`src/rtl/xmb_pkg.sv`:
```
package xmb_pkg;
    localparam int WORD_W     = 32;
    localparam int HALF_W     = WORD_W / 2;
    localparam int LINE_WORDS = 8;
    localparam int WIDX_W     = $clog2(LINE_WORDS);
    localparam int BEAT_W     = WIDX_W + 1;
    localparam int LINE_BYTES = LINE_WORDS * WORD_W / 8;
    localparam int OFS_W      = $clog2(LINE_BYTES);
    localparam int LINE_W     = LINE_WORDS * WORD_W;

    typedef enum logic [1:0] {ST_IDLE, ST_ADDR, ST_DATA} xmb_state_e;

    typedef struct packed {
        logic half_port;
        logic short_bl;
        logic write;
    } xmb_cfg_t;

    typedef struct packed {
        logic              en;
        logic [WIDX_W-1:0] widx;
        logic              half;
        logic              upper;
    } xmb_wr_t;

    // index of the final beat in one external burst
    function automatic logic [BEAT_W-1:0] last_beat(input xmb_cfg_t c);
        logic [WIDX_W-1:0] wm1;
        wm1 = c.short_bl ? WIDX_W'(LINE_WORDS/2 - 1) : WIDX_W'(LINE_WORDS - 1);
        if (c.write)
            return '0;
        return c.half_port ? {wm1, 1'b1} : {1'b0, wm1};
    endfunction

    // word index for step k of sub-burst sub, given the critical start word
    function automatic logic [WIDX_W-1:0] wrap_word(input logic [WIDX_W-1:0] start,
                                                     input logic              sub,
                                                     input logic [WIDX_W-1:0] k,
                                                     input logic              short_bl);
        logic [WIDX_W-1:0] full_w;
        logic [WIDX_W-2:0] low;
        full_w = start + k;
        low    = start[WIDX_W-2:0] + k[WIDX_W-2:0];
        return short_bl ? {start[WIDX_W-1] ^ sub, low} : full_w;
    endfunction
endpackage

```
`src/rtl/xmb_seq.sv`:
```
module xmb_seq
    import xmb_pkg::*;
#(
    parameter int ADDR_W = 32
) (
    input  logic              clk,
    input  logic              rst,
    input  logic              req_valid,
    input  logic              req_write,
    input  logic [ADDR_W-1:0] req_addr,
    input  logic              cfg_half_port,
    input  logic              cfg_short_burst,
    input  logic              ext_ack,
    output xmb_state_e        st,
    output xmb_cfg_t          cfg_q,
    output logic              sub,
    output logic [BEAT_W-1:0] beat,
    output logic [ADDR_W-1:0] addr_q,
    output logic              done
);
    logic [BEAT_W-1:0] beat_end;
    logic              final_sub;

    assign beat_end  = last_beat(cfg_q);
    assign final_sub = cfg_q.write || !cfg_q.short_bl || sub;

    always_ff @(posedge clk) begin
        if (rst) begin
            st     <= ST_IDLE;
            cfg_q  <= '0;
            sub    <= 1'b0;
            beat   <= '0;
            addr_q <= '0;
            done   <= 1'b0;
        end else begin
            done <= 1'b0;
            unique case (st)
                ST_IDLE: if (req_valid) begin
                    st     <= ST_ADDR;
                    cfg_q  <= '{half_port: cfg_half_port,
                                short_bl:  cfg_short_burst,
                                write:     req_write};
                    addr_q <= req_addr;
                    sub    <= 1'b0;
                    beat   <= '0;
                end
                ST_ADDR: st <= ST_DATA;
                ST_DATA: if (ext_ack) begin
                    if (beat == beat_end) begin
                        beat <= '0;
                        if (final_sub) begin
                            st   <= ST_IDLE;
                            done <= 1'b1;
                        end else begin
                            sub <= 1'b1;
                            st  <= ST_ADDR;
                        end
                    end else begin
                        beat <= beat + 1'b1;
                    end
                end
                default: st <= ST_IDLE;
            endcase
        end
    end

    // no acknowledge, no progress
    a_r9_beat_hold: assert property (@(posedge clk) disable iff (rst)
        (st == ST_DATA && !ext_ack) |=> (st == ST_DATA && beat == $past(beat)));

    // first short burst chains straight into the second
    a_r3_chain: assert property (@(posedge clk) disable iff (rst)
        (st == ST_DATA && ext_ack && beat == beat_end && !final_sub)
        |=> (st == ST_ADDR && sub));

    // beat index stays inside the burst
    a_r1_beat_bound: assert property (@(posedge clk) disable iff (rst)
        (st == ST_DATA) |-> (beat <= beat_end));

    // completion only from an idle controller
    a_r8_done_idle: assert property (@(posedge clk) disable iff (rst)
        done |-> (st == ST_IDLE));
endmodule

```
`src/rtl/xmb_addr_gen.sv`:
```
module xmb_addr_gen
    import xmb_pkg::*;
#(
    parameter int ADDR_W = 32
) (
    input  xmb_state_e        st,
    input  xmb_cfg_t          cfg_q,
    input  logic              sub,
    input  logic [BEAT_W-1:0] beat,
    input  logic [ADDR_W-1:0] addr_q,
    output logic [WIDX_W-1:0] widx,
    output logic [ADDR_W-1:0] beat_addr,
    output logic              strobe
);
    logic [WIDX_W-1:0] start_w;
    logic [WIDX_W-1:0] step;

    // critical word: two address bits pick an even word
    assign start_w = {addr_q[OFS_W-1 -: WIDX_W-1], 1'b0};
    assign step    = cfg_q.half_port ? beat[BEAT_W-1:1] : beat[WIDX_W-1:0];
    assign widx    = wrap_word(start_w, sub, step, cfg_q.short_bl);

    always_comb begin
        if (cfg_q.write)
            beat_addr = addr_q;
        else
            beat_addr = {addr_q[ADDR_W-1:OFS_W], widx, cfg_q.half_port & beat[0], 1'b0};
    end

    assign strobe = (st == ST_DATA) && !cfg_q.write && (beat != last_beat(cfg_q));
endmodule

```
`src/rtl/xmb_collect.sv`:
```
module xmb_collect
    import xmb_pkg::*;
(
    input  logic              clk,
    input  logic              rst,
    input  xmb_wr_t           wr,
    input  logic [WORD_W-1:0] ext_rdata,
    output logic [LINE_W-1:0] line
);
    logic [LINE_WORDS-1:0] wen;

    for (genvar i = 0; i < LINE_WORDS; i++) begin : g_word
        logic [WORD_W-1:0] word_q;

        assign wen[i] = wr.en && (wr.widx == WIDX_W'(i));

        always_ff @(posedge clk) begin
            if (rst) begin
                word_q <= '0;
            end else if (wen[i]) begin
                if (!wr.half)
                    word_q <= ext_rdata;
                else if (wr.upper)
                    word_q[WORD_W-1:HALF_W] <= ext_rdata[HALF_W-1:0];
                else
                    word_q[HALF_W-1:0] <= ext_rdata[HALF_W-1:0];
            end
        end

        assign line[i*WORD_W +: WORD_W] = word_q;
    end

    // each beat lands in at most one word slot
    a_r8_one_slot: assert property (@(posedge clk) disable iff (rst)
        $onehot0(wen));
endmodule

```
`src/rtl/xmem_burst_rd.sv`:
```
module xmem_burst_rd
    import xmb_pkg::*;
#(
    parameter int ADDR_W = 32
) (
    input  logic              clk,
    input  logic              rst,
    input  logic              req_valid,
    input  logic              req_write,
    input  logic [ADDR_W-1:0] req_addr,
    input  logic [31:0]       req_wdata,
    input  logic              cfg_half_port,
    input  logic              cfg_short_burst,
    output logic              busy,
    output logic              done,
    output logic [255:0]      rd_line,
    output logic [ADDR_W-1:0] ext_addr,
    output logic              ext_cs,
    output logic              ext_start,
    output logic              ext_we,
    output logic              ext_burst,
    output logic [31:0]       ext_wdata,
    input  logic              ext_ack,
    input  logic [31:0]       ext_rdata
);
    xmb_state_e        st;
    xmb_cfg_t          cfg_q;
    logic              sub;
    logic [BEAT_W-1:0] beat;
    logic [ADDR_W-1:0] addr_q;
    logic [WIDX_W-1:0] widx;
    xmb_wr_t           wr;

    xmb_seq #(.ADDR_W(ADDR_W)) i_seq (
        .clk             (clk),
        .rst             (rst),
        .req_valid       (req_valid),
        .req_write       (req_write),
        .req_addr        (req_addr),
        .cfg_half_port   (cfg_half_port),
        .cfg_short_burst (cfg_short_burst),
        .ext_ack         (ext_ack),
        .st              (st),
        .cfg_q           (cfg_q),
        .sub             (sub),
        .beat            (beat),
        .addr_q          (addr_q),
        .done            (done)
    );

    xmb_addr_gen #(.ADDR_W(ADDR_W)) i_addr (
        .st        (st),
        .cfg_q     (cfg_q),
        .sub       (sub),
        .beat      (beat),
        .addr_q    (addr_q),
        .widx      (widx),
        .beat_addr (ext_addr),
        .strobe    (ext_burst)
    );

    assign wr = '{en:    (st == ST_DATA) && ext_ack && !cfg_q.write,
                  widx:  widx,
                  half:  cfg_q.half_port,
                  upper: !beat[0]};

    xmb_collect i_collect (
        .clk       (clk),
        .rst       (rst),
        .wr        (wr),
        .ext_rdata (ext_rdata),
        .line      (rd_line)
    );

    always_ff @(posedge clk) begin
        if (rst)
            ext_wdata <= '0;
        else if (st == ST_IDLE && req_valid)
            ext_wdata <= req_wdata;
    end

    assign ext_cs    = (st != ST_IDLE);
    assign ext_start = (st == ST_ADDR);
    assign ext_we    = ext_cs && cfg_q.write;
    assign busy      = ext_cs;

    // writes never raise the burst strobe
    a_r7_write_no_strobe: assert property (@(posedge clk) disable iff (rst)
        ext_we |-> !ext_burst);

    // strobe confined to the data phase of a selected transfer
    a_r5_strobe_in_data: assert property (@(posedge clk) disable iff (rst)
        ext_burst |-> (ext_cs && !ext_start));

    // start pulse lasts a single cycle
    a_r4_start_single: assert property (@(posedge clk) disable iff (rst)
        ext_start |=> !ext_start);

    // completion coincides with a released bus
    a_r8_done_released: assert property (@(posedge clk) disable iff (rst)
        done |-> !busy);
endmodule

```
`config.mk`:
```
export PLATFORM = sky130hd
export DESIGN_NAME = xmem_burst_rd
export DESIGN_NICKNAME = d
export VERILOG_FILES = /design/src/rtl/xmb_pkg.sv /design/src/rtl/xmb_seq.sv /design/src/rtl/xmb_addr_gen.sv /design/src/rtl/xmb_collect.sv /design/src/rtl/xmem_burst_rd.sv
export SDC_FILE = /design/constraint.sdc
export NUM_CORES = 1
export LEC_CHECK = 0
export ABC_CLOCK_PERIOD_IN_PS = 4300
export BUFFER_PORTS_ARGS = -buffer_cell sky130_fd_sc_hd__buf_2
export CORE_AREA = 2 2 168 170
export CTS_CLUSTER_SIZE = 28
export DETAILED_ROUTE_END_ITERATION = 8
export DIE_AREA = 0 0 170 172
export PLACE_DENSITY = 0.87
export REMOVE_ABC_BUFFERS = 1
export SYNTH_ARGS = -nofsm -noshare
export SYNTH_HDL_FRONTEND = slang
export SYNTH_SLANG_ARGS = --single-unit
```
`constraint.sdc`:
```
create_clock -name clk -period 4.3 [get_ports clk]
set_clock_uncertainty 0.2 [all_clocks]
set_input_delay 1.29 -clock clk [delete_from_list [all_inputs] [get_ports clk]]
set_output_delay 1.29 -clock clk [all_outputs]
set_load 0.03 [all_outputs]
```
Yosys cells after proc, flatten, opt, wreduce, memory -nomap -nowiden

Index checks and enable logic that the tools add are counted.

Reductions and logical operators: 43
$add $sub $neg: 3
Bitwise gates (word level): 5
Equal/unequal tests: 17
Multiplexer cells: 26

Operators by type and width:

| operator                                       | number |
|---|---|
| AND reduction 2 bit                            | 17 |
| two-way mux 16 bit                             | 2 |
| two-way mux 32 bit                             | 1 |
| two-way mux 4 bit                              | 6 |
| logical AND 1 bit                              | 14 |
| == test 3 bit (second input constant)          | 4 |
| != test 2 bit (second input constant)          | 5 |
| two-way mux 3 bit                              | 3 |
| one-hot mux 4 bit (2 select lines)             | 1 |
| two-way mux 1 bit                              | 7 |
| == test 3 x 2 -> 1 bit (second input constant) | 2 |
| two-way mux 2 bit                              | 3 |
| one-hot mux 2 bit (3 select lines)             | 1 |
| AND reduction 3 bit                            | 2 |
| two-way mux 5 bit                              | 1 |
| AND reduction 5 bit                            | 1 |
| adder 4 x 1 -> 4 bit (second input constant)   | 1 |
| == test 4 bit                                  | 1 |
| != test 4 bit                                  | 1 |
| nonzero test 2 bit                             | 2 |
| OR reduction 4 bit                             | 1 |
| adder 3 bit                                    | 1 |
| == test 3 x 1 -> 1 bit (second input constant) | 1 |
| logical NOT 3 bit                              | 1 |
| 11 further kinds                               | 15 |

Bits of input ports: 103
Register bits: 331
Output and inout bits: 326
Logic and storage cells: 119

Longest topological paths before layout

Depth in word-level cells: 7
Depth in mapped cells: 12
Gate-level depth less buffers: 7

Modules after synthesis

Synthesis repeated with hierarchy kept, for this count alone.

Cell total of the unflattened synthesis: 1340
Area, all modules: 14096.0 um2

Modules (own cells, without submodules):

| module        | cells an instance | instances | seq. area each (um2) | area an instance (um2) |
|---|---|---|---|---|
| xmb_collect   | 928               | 1         | 5124.9               | 10482.6 |
| xmb_seq       | 211               | 1         | 860.8                | 1694.1 |
| xmem_burst_rd | 146               | 1         | 640.6                | 1514.0 |
| xmb_addr_gen  | 55                | 1         | 0.0                  | 405.4 |

Least setup slack after synthesis

No wires, ideal clock.

Path type: reg-to-output
Start point: register, netlist name i_seq.cfg_q[2]
End point: output port ext_addr[4]
Arrival: 2420 ps
Cell stages (with the launch flop): 9
Path slack: 390 ps
Required time: 2810 ps
Path buffers: 3
Path through: dfxtp_1 clkbuf_1 buf_2 mux2_2 ha_1 xor2_2 xnor2_2 clkbuf_8 o311a_1

Cells in the longest elaborated chain, start to end: 4

RTL lines:

| item              | line                | RTL |
|---|---|---|
| two-way mux 3 bit | xmb_addr_gen.sv:20  | `assign step = cfg_q.half_port ? beat[BEAT_W-1:1] : beat[WIDX_W-1:0];` |
| adder 3 bit       | xmb_pkg.sv:42       | `full_w = start + k;` |
| two-way mux 3 bit | xmb_pkg.sv:44       | `return short_bl ? {start[WIDX_W-1] ^ sub, low} : full_w;` |
| two-way mux 5 bit | xmb_addr_gen.sv:24  | `if (cfg_q.write)` |
| to (decl)         | xmem_burst_rd.sv:17 | `output logic [ADDR_W-1:0] ext_addr,` |

No other way between the ends.

Worst setup path in the final report

Start point: register, netlist name i_seq.cfg_q[0]
End point: output port ext_burst

Cells in the longest elaborated chain, start to end: 4
Elaborated cells between the ends (all ways): 6
Classes of those cells: 1 x eq/ne; 2 x mux; 3 x reduce/logical

RTL lines:

| item                  | line                | RTL |
|---|---|---|
| two-way mux 1 bit     | xmb_pkg.sv:30       | `if (c.write)` |
| two-way mux 4 bit     | xmb_pkg.sv:32       | `return c.half_port ? {wm1, 1'b1} : {1'b0, wm1};` |
| != test 4 bit         | xmb_addr_gen.sv:30  | `assign strobe = (st == ST_DATA) && !cfg_q.write && (beat != last_beat(cfg_q));` |
| logical AND 1 bit (*) | xmb_addr_gen.sv:30  |  |
| to (decl)             | xmem_burst_rd.sv:21 | `output logic ext_burst,` |

Every way passes the cells marked *; elsewhere a longest branch is shown, timed or not.

==> flow_metrics.py <==
metrics = {
    "worst_setup_path": {
        "critPathTopFamily": "simple AND/OR/NAND/NOR gates",
        "worstSetupPathType": "flip-flop to output port",
        "crit_buf_inv": 1,
        "slowest_delay_ns": 0.66,
        "path_max_fanout": 18,
        "crit_arrival_ns": 2.61,
        "startpoint_type": "flip-flop",
        "critPathRequiredTime_ns": 2.81,
        "path_cells": "or4b_2 > o41ai_1 > o22ai_1 > nor2b_1 > buf_2",
        "endpoint_kind": "output port",
        "cp_slowest_cell": "dfxtp_1",
    },
    "floorplanning": {
        "ios": 429,
        "dieArea_um2": 29200,
        "initial_utilization_pct": 47.4,
        "core-area_um2": 27500,
        "chipHeight_um": 172,
        "rows": 61,
        "fp.dieW_um": 170,
    },
    "drt": {
        "wirelength_um": 38700,
        "drtPass1Iterations": 5,
        "drt_iter0_markers": 1010,
        "vias": 11300,
        "postRouteAntennaNets": 0,
        "wire_per_inst_um": 18.6,
        "drc": 0,
        "viasPerCell": 5.42,
    },
    "clock_tree": {
        "clock_latency_ns": 0.51,
        "cts_tree": "built",
        "cts_resized": 0,
        "cts.sinks": 331,
        "cts_setup_buffers": 0,
        "cts_hold_buf": 0,
        "clockBufferDepth": 3,
        "cts_buffers": 34,
        "cts-root-buf": "clkbuf_16",
        "htree_levels": 2,
        "clk_pin_slew_ns": 0.06,
    },
    "global_route": {
        "grt_pass1_vias": 10700,
        "grt_usage_pct": 24.9,
        "grt_max_degree": 119,
        "antenna_found_initial": 2,
        "grt_pass1_wl_um": 57800,
        "grt-ovfl-total": 0,
    },
    "timing": {
        "worst_pin_slew_ns": 0.987,
        "fin_setup_tns_ns": 0,
        "slew_headroom_pct": 34.2,
        "fin_crit_ns": 4.10,
        "rsz0062_at_grt": "no",
        "setup_viol": 0,
        "finalCritPeriodShare_pct": 95.4,
        "final_max_slew_viol_count": 0,
        "timing.fmax_mhz": 244,
        "finalHoldViolations": 0,
    },
    "synth": {
        "seq_area_frac_synth_pct": 50.8,
        "avgSynthCellArea_um2": 9.43,
        "yosysMostFrequentCell": "dfxtp_1",
        "syn-cell-area_um2": 13000,
        "async_flop_share_pct": 0,
        "synth-edff-count": 0,
        "ys_types": 49,
        "ys_warn_count": 0,
        "synth_area_leader_cell": "dfxtp_1",
        "ys_top_cells_by_count": "331 x dfxtp_1, 179 x mux2i_1, 150 x nand2_1",
        "synth_flop_cell": "dfxtp_1",
        "yosysTopAreaCellShare_pct": 50.8,
        "netlist_instances": 1382,
        "yosys-top-cells-area": "dfxtp_1 51%, mux2i_1 14%, nand2_1 4.3%",
        "ys_ff_latch": 331,
    },
    "power_and_ir_drop": {
        "p_int_mw": 5.14,
        "swShare_pct": 24.6,
        "power_density_nw_per_um2": 421,
        "p_switching_mw": 1.67,
        "vdd_ir_drop_max_mv": 0.412,
        "p_comb_share_pct": 9.1,
        "pwr-share-clk_pct": 44.4,
        "pwr-share-seq_pct": 46.5,
        "leakagePower_nw": 7.86,
    },
    "placed_design": {
        "io_buffers": 428,
        "hpwlAfterDp_um": 26500,
        "gp_congestion": 0.886,
        "place_inst": 2018,
    },
    "cells_and_area": {
        "syn2layout_area_growth_pct": 24.2,
        "fin_cells": 2080,
        "final_nets": 1813,
        "drive_gt1_share_pct": 32.0,
    },
    "min_path": {
        "hold_path_class": "flip-flop to flip-flop",
    },
    "job": {
        "drv_cap": 0,
    },
    "outcome": {
        "status": "complete, no violations",
    },
}
layer usage:
metal / share of wire, % / GRT usage, % / up-vias / wire length, um
met5: 0 / 0 / - / 0
met4: 4.3 / 11.8 / 0 / 1660
met3: 7.5 / 6.41 / 114 / 2910
met2: 47 / 41.7 / 490 / 18300
met1: 41 / 30.1 / 5390 / 15900
li1: - / - / 5270 / -
cell families (layout without fill, tap and decap cells):
| group | Yosys count | count (layout) | synth area share (%) |
|---|---|---|---|
| AO/OA/AOI/OAI | 232 | 232 | 10.2 |
| XOR/XNOR | 4 | 4 | 0.384 |
| adder cells (fa/ha/maj) | 2 | 2 | 0.192 |
| buffers and inverters | 167 | 517 | 6.61 |
| flip-flops | 331 | 331 | 50.8 |
| multiplexers | 181 | 181 | 13.9 |
| other | 0 | 2 | 0 |
| AND/OR/NAND/NOR | 465 | 465 | 17.8 |
final timing paths:
kind	start	to	slack, ns	depth (start not counted)
worst max-delay path	i_seq.cfg_q[0]$_SDFFE_PP0P_	ext_burst	0.20	5
worst min register to register	ext_wdata[26]$_SDFFE_PP0P_	ext_wdata[26]$_SDFFE_PP0P_	0.25	2
worst max register to register	i_seq.cfg_q[2]$_SDFFE_PP0P_	i_collect.g_word[0].word_q[23]$_SDFFE_PP0P_	0.65	8
worst min-delay path	ext_wdata[26]$_SDFFE_PP0P_	ext_wdata[26]$_SDFFE_PP0P_	0.25	2
layout by cell type (no fill, tap or decap), types with 3 or more instances in the layout:
| cell type | instances |
|---|---|
| buf_2 | 427 |
| nor2_1 | 122 |
| nand2_1 | 149 |
| mux2i_1 | 179 |
| nor3_1 | 3 |
| dfxtp_1 | 330 |
| nand3b_1 | 64 |
| buf_4 | 25 |
| nand2b_1 | 52 |
| o31ai_1 | 17 |
| o21a_1 | 3 |
| a21oi_1 | 89 |
| nand3_1 | 4 |
| clkinv_2 | 9 |
| o2111ai_2 | 8 |
| nand4_1 | 17 |
| and2_1 | 3 |
| clkbuf_8 | 9 |
| nor2b_1 | 21 |
| o21ai_0 | 100 |
| clkbuf_16 | 37 |
| o211ai_1 | 3 |
| or2_2 | 18 |
| inv_1 | 3 |
power groups by stage:
stage	logic [mW]	registers (mW)	clock network [mW]
final	0.622	3.17	3.02
after floorplan	0.235	3.34	0
after detailed placement	0.618	3.23	0
after global placement	0.606	3.23	0
after CTS	0.621	3.17	3.08
after global routing	0.666	3.17	3.19
through the flow:
step	utilization, %	hold slack [ns]	area [um^2]	power, mW	worst slack [ns]
floorplan	-	0.226	12200	3.57	-0.301
global placement	54.6	0.238	15000	3.84	0.811
detailed placement	54.6	0.243	15000	3.85	0.679
CTS	58.9	0.251	16200	6.86	0.231
global route	58.9	0.267	16200	7.03	0.0922
finish	58.9	0.251	16200	6.81	0.198
sequential cells by signal, indices dropped and copies added (netlist names):
name                     count
i_seq.cfg_q                  3
i_seq.addr_q                32
i_collect.g_word.word_q    256
i_seq.done                   1
i_seq.sub                    1
ext_wdata                   32
i_seq.beat                   4
i_seq.st                     2
tightest hold or removal path, cell delays in order (launching register included):
cell,delay (ns)
dfxtp_1,0.30
nand2_1,0.05
a21oi_1,0.05
layout make-up:
class	count	area [um^2]
fillers	2278	11300
flip-flops and latches	331	6630
clock inverters	13	123
diodes	2	5.00
multi-input cells	884	5580
well taps	346	433
repair buffers	454	2360
inverters	3	11.3
clock buffers	47	1040
Note: power is estimated with default switching activity, not from simulation.
